$ cat src/rtl/nand_eval_pkg.sv
package nand_eval_pkg;
   typedef enum logic [1:0] {
      EV_IDLE = 2'd0,
      EV_RUN  = 2'd1,
      EV_FIN  = 2'd2
   } ev_state_e;
endpackage

$ cat src/rtl/nand_eval_prog_mem.sv
module nand_eval_prog_mem #(
   parameter int DEPTH = 12,
   parameter int EW    = 10,
   parameter int AW    = 4
) (
   input  logic          clk,
   input  logic          we,
   input  logic [AW-1:0] waddr,
   input  logic [EW-1:0] wdata,
   input  logic [AW-1:0] raddr,
   output logic [EW-1:0] rdata
);
   localparam logic [AW:0] DEPTH_W = DEPTH[AW:0];

   logic [EW-1:0] mem_q [DEPTH];

   always_ff @(posedge clk) begin
      if (we && ({1'b0, waddr} < DEPTH_W)) begin
         mem_q[waddr] <= wdata;
      end
   end

   always_comb begin
      rdata = '0;
      if ({1'b0, raddr} < DEPTH_W) begin
         rdata = mem_q[raddr];
      end
   end
endmodule

$ cat src/rtl/nand_eval_val_store.sv
module nand_eval_val_store #(
   parameter int N_IN  = 4,
   parameter int SLOTS = 16,
   parameter int IW    = 4,
   parameter int RD_PORTS = 2
) (
   input  logic                         clk,
   input  logic                         rst_n,
   input  logic                         cap_en,
   input  logic [N_IN-1:0]              cap_bits,
   input  logic                         wr_en,
   input  logic [IW-1:0]                wr_idx,
   input  logic                         wr_bit,
   input  logic [RD_PORTS-1:0][IW-1:0]  rd_idx,
   output logic [RD_PORTS-1:0]          rd_bit,
   output logic [SLOTS-1:0]             vals
);
   localparam logic [IW:0] SLOTS_W = SLOTS[IW:0];
   localparam logic [IW:0] N_IN_W  = N_IN[IW:0];

   always_ff @(posedge clk) begin
      if (!rst_n) begin
         vals <= '0;
      end else begin
         if (cap_en) begin
            vals[N_IN-1:0] <= cap_bits;
         end
         if (wr_en && ({1'b0, wr_idx} < SLOTS_W) && ({1'b0, wr_idx} >= N_IN_W)) begin
            vals[wr_idx] <= wr_bit;
         end
      end
   end

   for (genvar p = 0; p < RD_PORTS; p++) begin : g_rd
      always_comb begin
         rd_bit[p] = 1'b0;
         if ({1'b0, rd_idx[p]} < SLOTS_W) begin
            rd_bit[p] = vals[rd_idx[p]];
         end
      end
   end

   // input slots move only when a start captures them
   p_inputs_kept_r2 : assert property (@(posedge clk) disable iff (!rst_n)
      !cap_en |=> $stable(vals[N_IN-1:0]));

   // gate writes always target a slot above the inputs
   p_gate_slot_r3 : assert property (@(posedge clk) disable iff (!rst_n)
      wr_en |-> ({1'b0, wr_idx} >= N_IN_W));
endmodule

$ cat src/rtl/nand_eval_seq.sv
module nand_eval_seq
   import nand_eval_pkg::*;
#(
   parameter int S_MAX = 12,
   parameter int CW    = 4
) (
   input  logic          clk,
   input  logic          rst_n,
   input  logic          start,
   input  logic [CW-1:0] gate_cnt,
   output logic          busy,
   output logic          cap_en,
   output logic          gate_we,
   output logic          fin,
   output logic [CW-1:0] pc,
   output logic [CW-1:0] cnt
);
   localparam logic [CW-1:0] S_MAX_C = CW'(S_MAX);

   ev_state_e     st_q;
   logic [CW-1:0] cnt_eff;

   assign cnt_eff = (gate_cnt > S_MAX_C) ? S_MAX_C : gate_cnt;

   always_ff @(posedge clk) begin
      if (!rst_n) begin
         st_q <= EV_IDLE;
         pc   <= '0;
         cnt  <= '0;
      end else begin
         unique case (st_q)
            EV_IDLE: begin
               if (start) begin
                  cnt  <= cnt_eff;
                  pc   <= '0;
                  st_q <= (cnt_eff == '0) ? EV_FIN : EV_RUN;
               end
            end
            EV_RUN: begin
               if (pc == cnt - 1'b1) begin
                  st_q <= EV_FIN;
               end else begin
                  pc <= pc + 1'b1;
               end
            end
            EV_FIN:  st_q <= EV_IDLE;
            default: st_q <= EV_IDLE;
         endcase
      end
   end

   assign busy    = (st_q != EV_IDLE);
   assign cap_en  = (st_q == EV_IDLE) && start;
   assign gate_we = (st_q == EV_RUN);
   assign fin     = (st_q == EV_FIN);

   // a start during a run never reloads the gate count
   p_start_ignored_r8 : assert property (@(posedge clk) disable iff (!rst_n)
      busy |=> $stable(cnt));

   // gate pointer advances by exactly one per step inside a run
   p_pc_step_r5 : assert property (@(posedge clk) disable iff (!rst_n)
      (gate_we && (pc != cnt - 1'b1)) |=> (gate_we && pc == $past(pc) + 1'b1));
endmodule

$ cat src/rtl/nand_eval_gather.sv
module nand_eval_gather #(
   parameter int N_IN  = 4,
   parameter int N_OUT = 2,
   parameter int SLOTS = 16,
   parameter int IW    = 4,
   parameter int CW    = 4
) (
   input  logic             clk,
   input  logic             rst_n,
   input  logic             fin,
   input  logic [CW-1:0]    cnt,
   input  logic [SLOTS-1:0] vals,
   output logic [N_OUT-1:0] result,
   output logic             done
);
   localparam logic [IW:0] SLOTS_W = SLOTS[IW:0];

   logic [IW:0]      base;
   logic [N_OUT-1:0] picked;

   assign base = (IW+1)'(N_IN) + (IW+1)'(cnt) - (IW+1)'(N_OUT);

   for (genvar j = 0; j < N_OUT; j++) begin : g_out
      logic [IW:0] idx;
      assign idx = base + (IW+1)'(j);
      always_comb begin
         picked[j] = 1'b0;
         if (idx < SLOTS_W) begin
            picked[j] = vals[idx[IW-1:0]];
         end
      end
   end

   always_ff @(posedge clk) begin
      if (!rst_n) begin
         result <= '0;
         done   <= 1'b0;
      end else begin
         done <= fin;
         if (fin) begin
            result <= picked;
         end
      end
   end

   // result only moves together with done
   p_result_hold_r10 : assert property (@(posedge clk) disable iff (!rst_n)
      !$stable(result) |-> done);

   // done lasts exactly one cycle
   p_done_single_r7 : assert property (@(posedge clk) disable iff (!rst_n)
      done |=> !done);
endmodule

$ cat src/rtl/nand_eval_top.sv
module nand_eval_top #(
   parameter int N_IN  = 4,
   parameter int N_OUT = 2,
   parameter int S_MAX = 12,
   localparam int SLOTS = N_IN + S_MAX,
   localparam int IW    = $clog2(SLOTS),
   localparam int EW    = 2 * IW + 2,
   localparam int AW    = $clog2(S_MAX),
   localparam int CW    = $clog2(S_MAX + 1)
) (
   input  logic             clk,
   input  logic             rst_n,
   input  logic             ld_en,
   input  logic [AW-1:0]    ld_addr,
   input  logic [EW-1:0]    ld_data,
   input  logic [N_IN-1:0]  in_bits,
   input  logic [CW-1:0]    gate_cnt,
   input  logic             start,
   output logic             busy,
   output logic             done,
   output logic [N_OUT-1:0] result
);
   if (N_IN < 1) begin : g_bad_n
      $error("nand_eval_top: N_IN must be at least 1");
   end
   if (S_MAX < 2) begin : g_bad_s
      $error("nand_eval_top: S_MAX must be at least 2");
   end
   if (N_OUT < 1 || N_OUT > SLOTS) begin : g_bad_m
      $error("nand_eval_top: N_OUT must lie in 1..N_IN+S_MAX");
   end

   logic                cap_en, gate_we, fin;
   logic [CW-1:0]       pc, cnt;
   logic [EW-1:0]       entry;
   logic [1:0][IW-1:0]  rd_idx;
   logic [1:0]          rd_bit;
   logic [1:0]          op_ok;
   logic [1:0]          op_val;
   logic [IW-1:0]       wr_idx;
   logic                wr_bit;
   logic [SLOTS-1:0]    vals;

   nand_eval_seq #(.S_MAX(S_MAX), .CW(CW)) seq_i (
      .clk(clk), .rst_n(rst_n), .start(start), .gate_cnt(gate_cnt),
      .busy(busy), .cap_en(cap_en), .gate_we(gate_we), .fin(fin),
      .pc(pc), .cnt(cnt)
   );

   nand_eval_prog_mem #(.DEPTH(S_MAX), .EW(EW), .AW(AW)) prog_i (
      .clk(clk), .we(ld_en), .waddr(ld_addr), .wdata(ld_data),
      .raddr(pc[AW-1:0]), .rdata(entry)
   );

   // Operand decode: {a_valid, a_index, b_valid, b_index}
   assign op_ok[0]  = entry[EW-1];
   assign rd_idx[0] = entry[EW-2 -: IW];
   assign op_ok[1]  = entry[IW];
   assign rd_idx[1] = entry[IW-1:0];

   for (genvar p = 0; p < 2; p++) begin : g_op
      assign op_val[p] = op_ok[p] & rd_bit[p];
   end

   assign wr_bit = ~(op_val[0] & op_val[1]);
   assign wr_idx = IW'(N_IN) + IW'(pc);

   nand_eval_val_store #(.N_IN(N_IN), .SLOTS(SLOTS), .IW(IW), .RD_PORTS(2)) vals_i (
      .clk(clk), .rst_n(rst_n), .cap_en(cap_en), .cap_bits(in_bits),
      .wr_en(gate_we), .wr_idx(wr_idx), .wr_bit(wr_bit),
      .rd_idx(rd_idx), .rd_bit(rd_bit), .vals(vals)
   );

   nand_eval_gather #(.N_IN(N_IN), .N_OUT(N_OUT), .SLOTS(SLOTS), .IW(IW), .CW(CW)) gath_i (
      .clk(clk), .rst_n(rst_n), .fin(fin), .cnt(cnt), .vals(vals),
      .result(result), .done(done)
   );

   // completion is never reported while still busy
   p_done_idle_r7 : assert property (@(posedge clk) disable iff (!rst_n)
      done |-> !busy);

   // a gate with a missing operand always writes 1
   p_missing_one_r4 : assert property (@(posedge clk) disable iff (!rst_n)
      (gate_we && !(op_ok[0] && op_ok[1])) |-> wr_bit);
endmodule

$ cat config.mk
export PLATFORM = sky130hd
export DESIGN_NAME = nand_eval_top
export DESIGN_NICKNAME = d
export VERILOG_FILES = /design/src/rtl/nand_eval_pkg.sv /design/src/rtl/nand_eval_prog_mem.sv /design/src/rtl/nand_eval_val_store.sv /design/src/rtl/nand_eval_seq.sv /design/src/rtl/nand_eval_gather.sv /design/src/rtl/nand_eval_top.sv
export SDC_FILE = /design/constraint.sdc
export NUM_CORES = 1
export LEC_CHECK = 0
export CAP_MARGIN = 30
export CORE_ASPECT_RATIO = 0.9
export CORE_UTILIZATION = 60
export CTS_CLUSTER_DIAMETER = 200
export CTS_CLUSTER_SIZE = 10
export DETAILED_ROUTE_END_ITERATION = 6
export HOLD_SLACK_MARGIN = 0.05
export PLACE_DENSITY = 0.79
export SLEW_MARGIN = 10
export SYNTH_ARGS = -nofsm -noshare
export SYNTH_HDL_FRONTEND = slang
export SYNTH_SLANG_ARGS = --single-unit
$ cat constraint.sdc
create_clock -name clk -period 3 [get_ports clk]
set_input_delay 0.3 -clock clk [delete_from_list [all_inputs] [get_ports clk]]
set_output_delay 0.3 -clock clk [all_outputs]
set_load 0.05 [all_outputs]
==> out/qor.yml, run 1 <==
period_share_pct: 93.29
viasPerCell: 6.067
fmax_ghz: 0.3573
path_common_cell: "mux2i_1"
dieArea_um2: 11880
layout_min_cycle_time_ns: 2.799
worst_pin_slew_ns: 0.8455
core_um2: 10990
synthFlopType: "edfxtp_1"
ys_seq_elements: 153
syn-cell-area_um2: 6867
root_buffer: "clkbuf_16"
fin_setup_tns_ns: 0
cts_tree: "built"
most-common-layout-cells: "edfxtp_1 (120), nand2_1 (45), mux2i_1 (32), dfxtp_1 (32), clkdlybuf4s50_1 (29)"
p_total_uw: 4762
worstSetupPathType: "reg2reg"
cts_setup_buffers: 0
critPathCapture: "vals_i.vals[5]"
fin_nets: 544
io_buffers: 29
r2r-end: "vals_i.vals[5]"
ys_warn_count: 0
finalHoldViolations: 0
cts.path.max_buffers: 2
crit_chain: "buf_12 > mux2i_1 > mux4_2 > a211o_1 > mux2i_1 > mux2i_1 > o21ai_1 > nor4_2 > buf_6 > a31oi_2"
crit_family: "multiplexers"
antenna_found_initial: 0
critPathCaptureType: "flop"
start_util_pct: 62.48
worst_r2r_path_depth: 10
syn_inst: 460
post-synth-top-area-fraction_pct: 52.48
die_w_um: 114.8
htreeDepth: 4
worst_ep_arrival_time_ns: 3.10
status: "complete, no violations"
syn_to_final_growth_pct: 15.91
wl_per_cell_um: 21.26
slew_headroom_pct: 43.46
vias: 4083
powerDensity_nw_per_um2: 598.4
synth.largest_area_cell: "edfxtp_1"
io_pins: 30
clk_pin_slew_worst_paths_ns: 0.06
worst_path_max_delay_cell: "mux4_2"
grt_max_degree: 29
grt_pass1_vias: 4100
ant_nets: 0
drc: 0
postCtsHoldBufs: 0
dp_hpwl_mm: 9.451
synth_nets: 496
row_count: 36
setup_violations: 0
r2r_slack_ns: 0.20
synthTopCellsByArea: "edfxtp_1 (52%), dfxtp_1 (9.6%), mux4_2 (8.9%)"
drive_above_1_share_pct: 20.92
rsz0062_at_grt: "false"
n_antenna_cell: 0
skew_ns: 0.008142
cp_slowest_stage_delay_ns: 0.48
hold_class: "in2reg"
dr.first_iter.drc_count: 383
final_common_cell: "edfxtp_1"
critical_path.startpoint_type: "flop"
grt_pass1_wl_mm: 22.29
worstSetupPathDepth: 10
min_delay_path_depth: 3
synthArstFlopShare_pct: 0
crit_buf_inv: 2
drv_slew: 0
yosysSeqAreaShare_pct: 62.10
die_h_um: 103.5
dr.pass1.iters: 5
cts.sinks: 153
avgSynthCellArea_um2: 14.93
irDropWorstVdd_uv: 550.2
synth_edf_count: 120
power.leakage_uw: 0.002642
fillers: 712
synth_cell_type_count: 53
grtUsageTotal_pct: 26.98
cap_violations: 0
routed_wl_mm: 14.31
insertion_delay_ns: 0.43
path_max_fanout: 20
overflow: 0
cts_resized: 0
numCtsBuffers: 17
gp_congestion: 0.8680
required_ns: 3.30
[state kept, by name, indices dropped and copies added (netlist names), named ones only]
name           cells
gath_i.done        1
vals_i.vals       16
prog_i.mem_q     120
seq_i.cnt          4
seq_i.st_q         2
gath_i.result      2
seq_i.pc           4
[layer usage]
layer / wire length, µm / GRT usage (%) / vias to the layer above
met5: 0 / 0 / -
met4: 318 / 12.69 / 0
met3: 1114 / 7.867 / 30
met2: 6829 / 41.21 / 181
met1: 6043 / 36.31 / 2010
li1: - / - / 1862
[synthesized netlist by cell type, drive strengths merged, types with 2 or more instances]
master,count
edfxtp,120
nand2,45
dfxtp,33
mux2i,32
mux4,29
nor2,24
o21ai,20
a31oi,12
buf,12
nand3,12
clkbuf,11
a21boi,10
ha,10
nor3,10
mux2,9
nand2b,8
inv,7
xnor2,6
xor2,6
a21oi,5
o22ai,5
and2,4
a211o,3
a211oi,2
a22oi,2
nand3b,2
nor2b,2
nor4,2
o211ai,2
o21a,2
or3,2
[report_power, final]
part	switching, µW	total, µW	internal (µW)	leakage [µW]
Sequential	33.2	2370	2330	0.00135
Combinational	202	364	162	0.00100
Clock	872	2030	1160	0.000289
Total	1110	4760	3660	0.00264
[through the flow]
step	util [%]	std cells	hold slack (ns)	cell area [µm²]	setup WS (ns)
finish	72.42	673	0.4399	7959	0.2012
global route	72.42	673	0.4727	7959	0.02778
CTS	72.37	673	0.4268	7954	0.1097
detailed placement	67.18	641	0.4745	7383	0.1456
global placement	67.18	641	0.4590	7383	0.2463
floorplan	-	460	0.3989	6867	0.3178
[worst min path at each step]
stage	start	endpoint	slack, ns
after floorplan	ld_data[0]	prog_i.mem_q[0][0]	0.40
after global placement	gath_i.result[1]	gath_i.result[1]	0.46
after detailed placement	gath_i.result[0]	gath_i.result[0]	0.47
after CTS	in_bits[1]	vals_i.vals[1]	0.43
after global routing	in_bits[2]	vals_i.vals[2]	0.47
final	in_bits[0]	vals_i.vals[0]	0.44
[cell type report]
cell class | count | area (µm²) | area share [%]
Clock buffer | 20 | 469.2 | 5.895
Clock inverter | 12 | 101.3 | 1.273
Inverter | 8 | 30.03 | 0.3773
Multi-Input combinational cell | 276 | 2424 | 30.45
Sequential cell | 153 | 4265 | 53.59
Tap cell | 152 | 190.2 | 2.390
Timing Repair Buffer | 52 | 479.2 | 6.021
[worst reg2reg max path: stages, from the launching register on]
cell and delay (ns):
dfxtp_1 0.36, buf_12 0.19, mux2i_1 0.12, mux4_2 0.48, a211o_1 0.46, mux2i_1 0.17
mux2i_1 0.16, o21ai_1 0.09, nor4_2 0.30, buf_6 0.24, a31oi_2 0.10
[cells by family (layout without fill, tap and decap cells)]
group	after synthesis	in the layout	share of synthesized area (%)
AO/OA/AOI/OAI	67	67	8.127
XOR/XNOR	12	12	1.531
adder cells (fa/ha/maj)	10	10	1.822
buffers and inverters	31	92	2.697
flip-flops	153	153	62.10
multiplexers	70	70	15.76
AND/OR/NAND/NOR	117	117	7.963
Power figures use the tool's default switching activity.
==> inputs of run 2 (changes only) <==
- GPL_TIMING_DRIVEN: unset -> 0
==> out/qor.yml, run 2 (synthesis gave the netlist of run 1 again) <==
status: "complete, no violations"  # unchanged
hold_slack_ns: 0.3476  # was 0.4399 ns
worst_r2r_path_depth: 11  # was 10
pre_cts_slack_ns: -0.3179  # was 0.1456 ns
postCtsHoldBufs: 0  # unchanged
finalNonFillerCells: 693  # was 673
hold_class: "in2reg"  # unchanged
syn_to_final_growth_pct: 18.13  # was 15.91%
crit_buf_inv: 4  # was 2
skew_ns: 0.009184  # was 0.008142 ns
crit_family: "multiplexers"  # unchanged
met3_usage_pct: 6.643  # was 7.867%
cts_tree: "built"  # unchanged
powerDensity_nw_per_um2: 581.0  # was 598.4 nW/µm²
final_common_cell: "edfxtp_1"  # unchanged
cts.path.max_buffers: 2  # unchanged
start_util_pct: 62.48  # unchanged
io_buffers: 28  # was 29
postLayoutCoreUtil_pct: 73.80  # was 72.42%
worst_ep_arrival_time_ns: 3.24  # was 3.10 ns
use_met2_pct: 40.89  # was 41.21%
critPathCaptureType: "flop"  # unchanged
grt_pass1_wl_mm: 22.51  # was 22.29 mm
die_w_um: 114.8  # unchanged
gp_congestion: 0.8832  # was 0.8680
grt_pass1_vias: 4075  # was 4,100
drive_above_1_share_pct: 22.92  # was 20.92%
numCtsBuffers: 17  # unchanged
dieArea_um2: 11880  # unchanged
cts.sinks: 153  # unchanged
grtUsageMet1_pct: 38.58  # was 36.31%
top_regs: "prog_i.mem_q (120), vals_i.vals (16)"  # unchanged
viasPerCell: 6.069  # was 6.067
grtUsageTotal_pct: 27.01  # was 26.98%
fin_nets: 564  # was 544
worst_pin_slew_ns: 0.6934  # was 0.8455 ns
grt_max_degree: 17  # was 29
dp_hpwl_mm: 9.771  # was 9.451 mm
cp_slowest_stage_delay_ns: 0.53  # was 0.48 ns
ant_nets: 0  # unchanged
n_antenna_cell: 0  # unchanged
io_pins: 30  # unchanged
row_count: 36  # unchanged
htreeDepth: 4  # unchanged
die_h_um: 103.5  # unchanged
path_max_fanout: 8  # was 20
irDropWorstVdd_uv: 544.0  # was 550.2 µV
crit_chain: "buf_6 > buf_4 > mux4_2 > a211o_1 > buf_4 > mux2i_1 > mux2i_1 > o21ai_1 > nor4_4 > buf_6 > a31oi_4"  # was buf_12 > mux2i_1 > mux4_2 > a211o_1 > mux2i_1 > mux2i_1 > o21ai_1 > nor4_2 > buf_6 > a31oi_2
worstSetupPathType: "reg2reg"  # unchanged
dr.pass1.iters: 5  # unchanged
overflow: 0  # unchanged
setup_violations: 0  # unchanged
most-common-layout-cells: "edfxtp_1 (120), nand2_1 (45), mux2i_1 (32)"  # was edfxtp_1 (120), nand2_1 (45), mux2i_1 (32), dfxtp_1 (32), clkdlybuf4s50_1 (29)
period_share_pct: 98.10  # was 93.29%
drv_slew: 0  # unchanged
dr.first_iter.drc_count: 350  # was 383
cap_violations: 0  # unchanged
core_um2: 10990  # unchanged
insertion_delay_ns: 0.43  # about the same
required_ns: 3.29  # was 3.30 ns
fmax_ghz: 0.3398  # was 0.3573 GHz
finalHoldViolations: 0  # unchanged
worst_path_max_delay_cell: "mux4_2"  # unchanged
grt_busiest_layer: "met2"  # unchanged
layout_min_cycle_time_ns: 2.943  # was 2.799 ns
r2r_slack_ns: 0.06  # was 0.20 ns
largest_reg_flops: 120  # unchanged
whs_endpoint: "vals_i.vals[15]"  # was vals_i.vals[0]
wl_per_cell_um: 21.00  # was 21.26 µm
clk_pin_slew_worst_paths_ns: 0.06  # about the same
p_total_uw: 4713  # was 4762 µW
routed_wl_mm: 14.55  # was 14.31 mm
regMostFlops: "prog_i.mem_q"  # unchanged
place_inst: 648  # was 641
antenna_found_initial: 0  # unchanged
setup_slack_ns: 0.05706  # was 0.2012 ns
min_delay_path_depth: 3  # unchanged
power.leakage_uw: 0.002688  # was 0.002642 µW
critical_path.startpoint_type: "flop"  # unchanged
min_from: "rst_n"  # was in_bits[0]
vias: 4206  # was 4,083
drc: 0  # unchanged
slew_headroom_pct: 53.52  # was 43.46%
root_buffer: "clkbuf_16"  # unchanged
r2r-end: "vals_i.vals[7]"  # was vals_i.vals[5]
-- run 2: changes by cell type in the layout (fill, tap and decap cells not counted), sizes merged --
cell,change
clkinvlp,+3
clkdlybuf4s50,-1
clkinv,+5
buf,+11
inv,-9
bufinv,+1
clkbuf,+10
-- run 2: power by group --
part	leakage [µW]	switching [µW]	total, µW	internal [µW]
Sequential	0.00135	33.8	2370	2340
Clock	0.000257	819	1950	1130
Combinational	0.00108	212	393	181
-- run 2: tightest hold or removal path: stages --
cell and delay (ns):
clkbuf_1 0.22, o21ai_0 0.15, a31oi_1 0.05
-- run 2: final cells by class --
class / count / area (µm²)
fillers: 691 / 2879
clock inverters: 12 / 101.3
repair buffers: 51 / 475.5
flip-flops and latches: 153 / 4268
clock buffers: 20 / 436.7
plain buffers: 21 / 162.7
well taps: 152 / 190.2
multi-input cells: 276 / 2444
inverters: 8 / 33.78
-- run 2: how the worst max path moves through the flow --
| stage | slack (ns) | endpoint | startpoint | depth (start not counted) |
|---|---|---|---|---|
| after detailed placement | -0.32 | vals_i.vals[11] | flop | 9 |
| after global placement | -0.24 | vals_i.vals[12] | flop | 9 |
| after CTS | 0.007 | vals_i.vals[11] | flop | 11 |
| final | 0.06 | vals_i.vals[7] | flop | 11 |
| after floorplan | 0.32 | vals_i.vals[5] | flop | 10 |
| after global routing | -0.06 | vals_i.vals[6] | flop | 11 |
-- run 2: layer usage --
| layer | wire length (µm) | part of all wire (%) |
|---|---|---|
| met5 | 0 | 0 |
| met4 | 252 | 1.7 |
| met3 | 1042 | 7.2 |
| met2 | 6903 | 47 |
| met1 | 6352 | 44 |
-- run 2: through the flow --
stage          setup TNS (ns)  area, µm²
5_1_grt               -0.5590       8112
6_report                    0       8112
4_1_cts                     0       7996
2_1_floorplan               0       6867
3_3_place_gp           -4.439       7337
3_5_place_dp           -3.353       7427
-- run 2: repair_timing --
| item | in CTS | in global routing |
|---|---|---|
| gates resized for setup | 5 | 12 |
| pin swaps | 1 | 3 |
| cloned | 0 | 1 |
| buffers inserted | 2 | 8 |
| endpoints found under the setup margin | 12 | 11 |
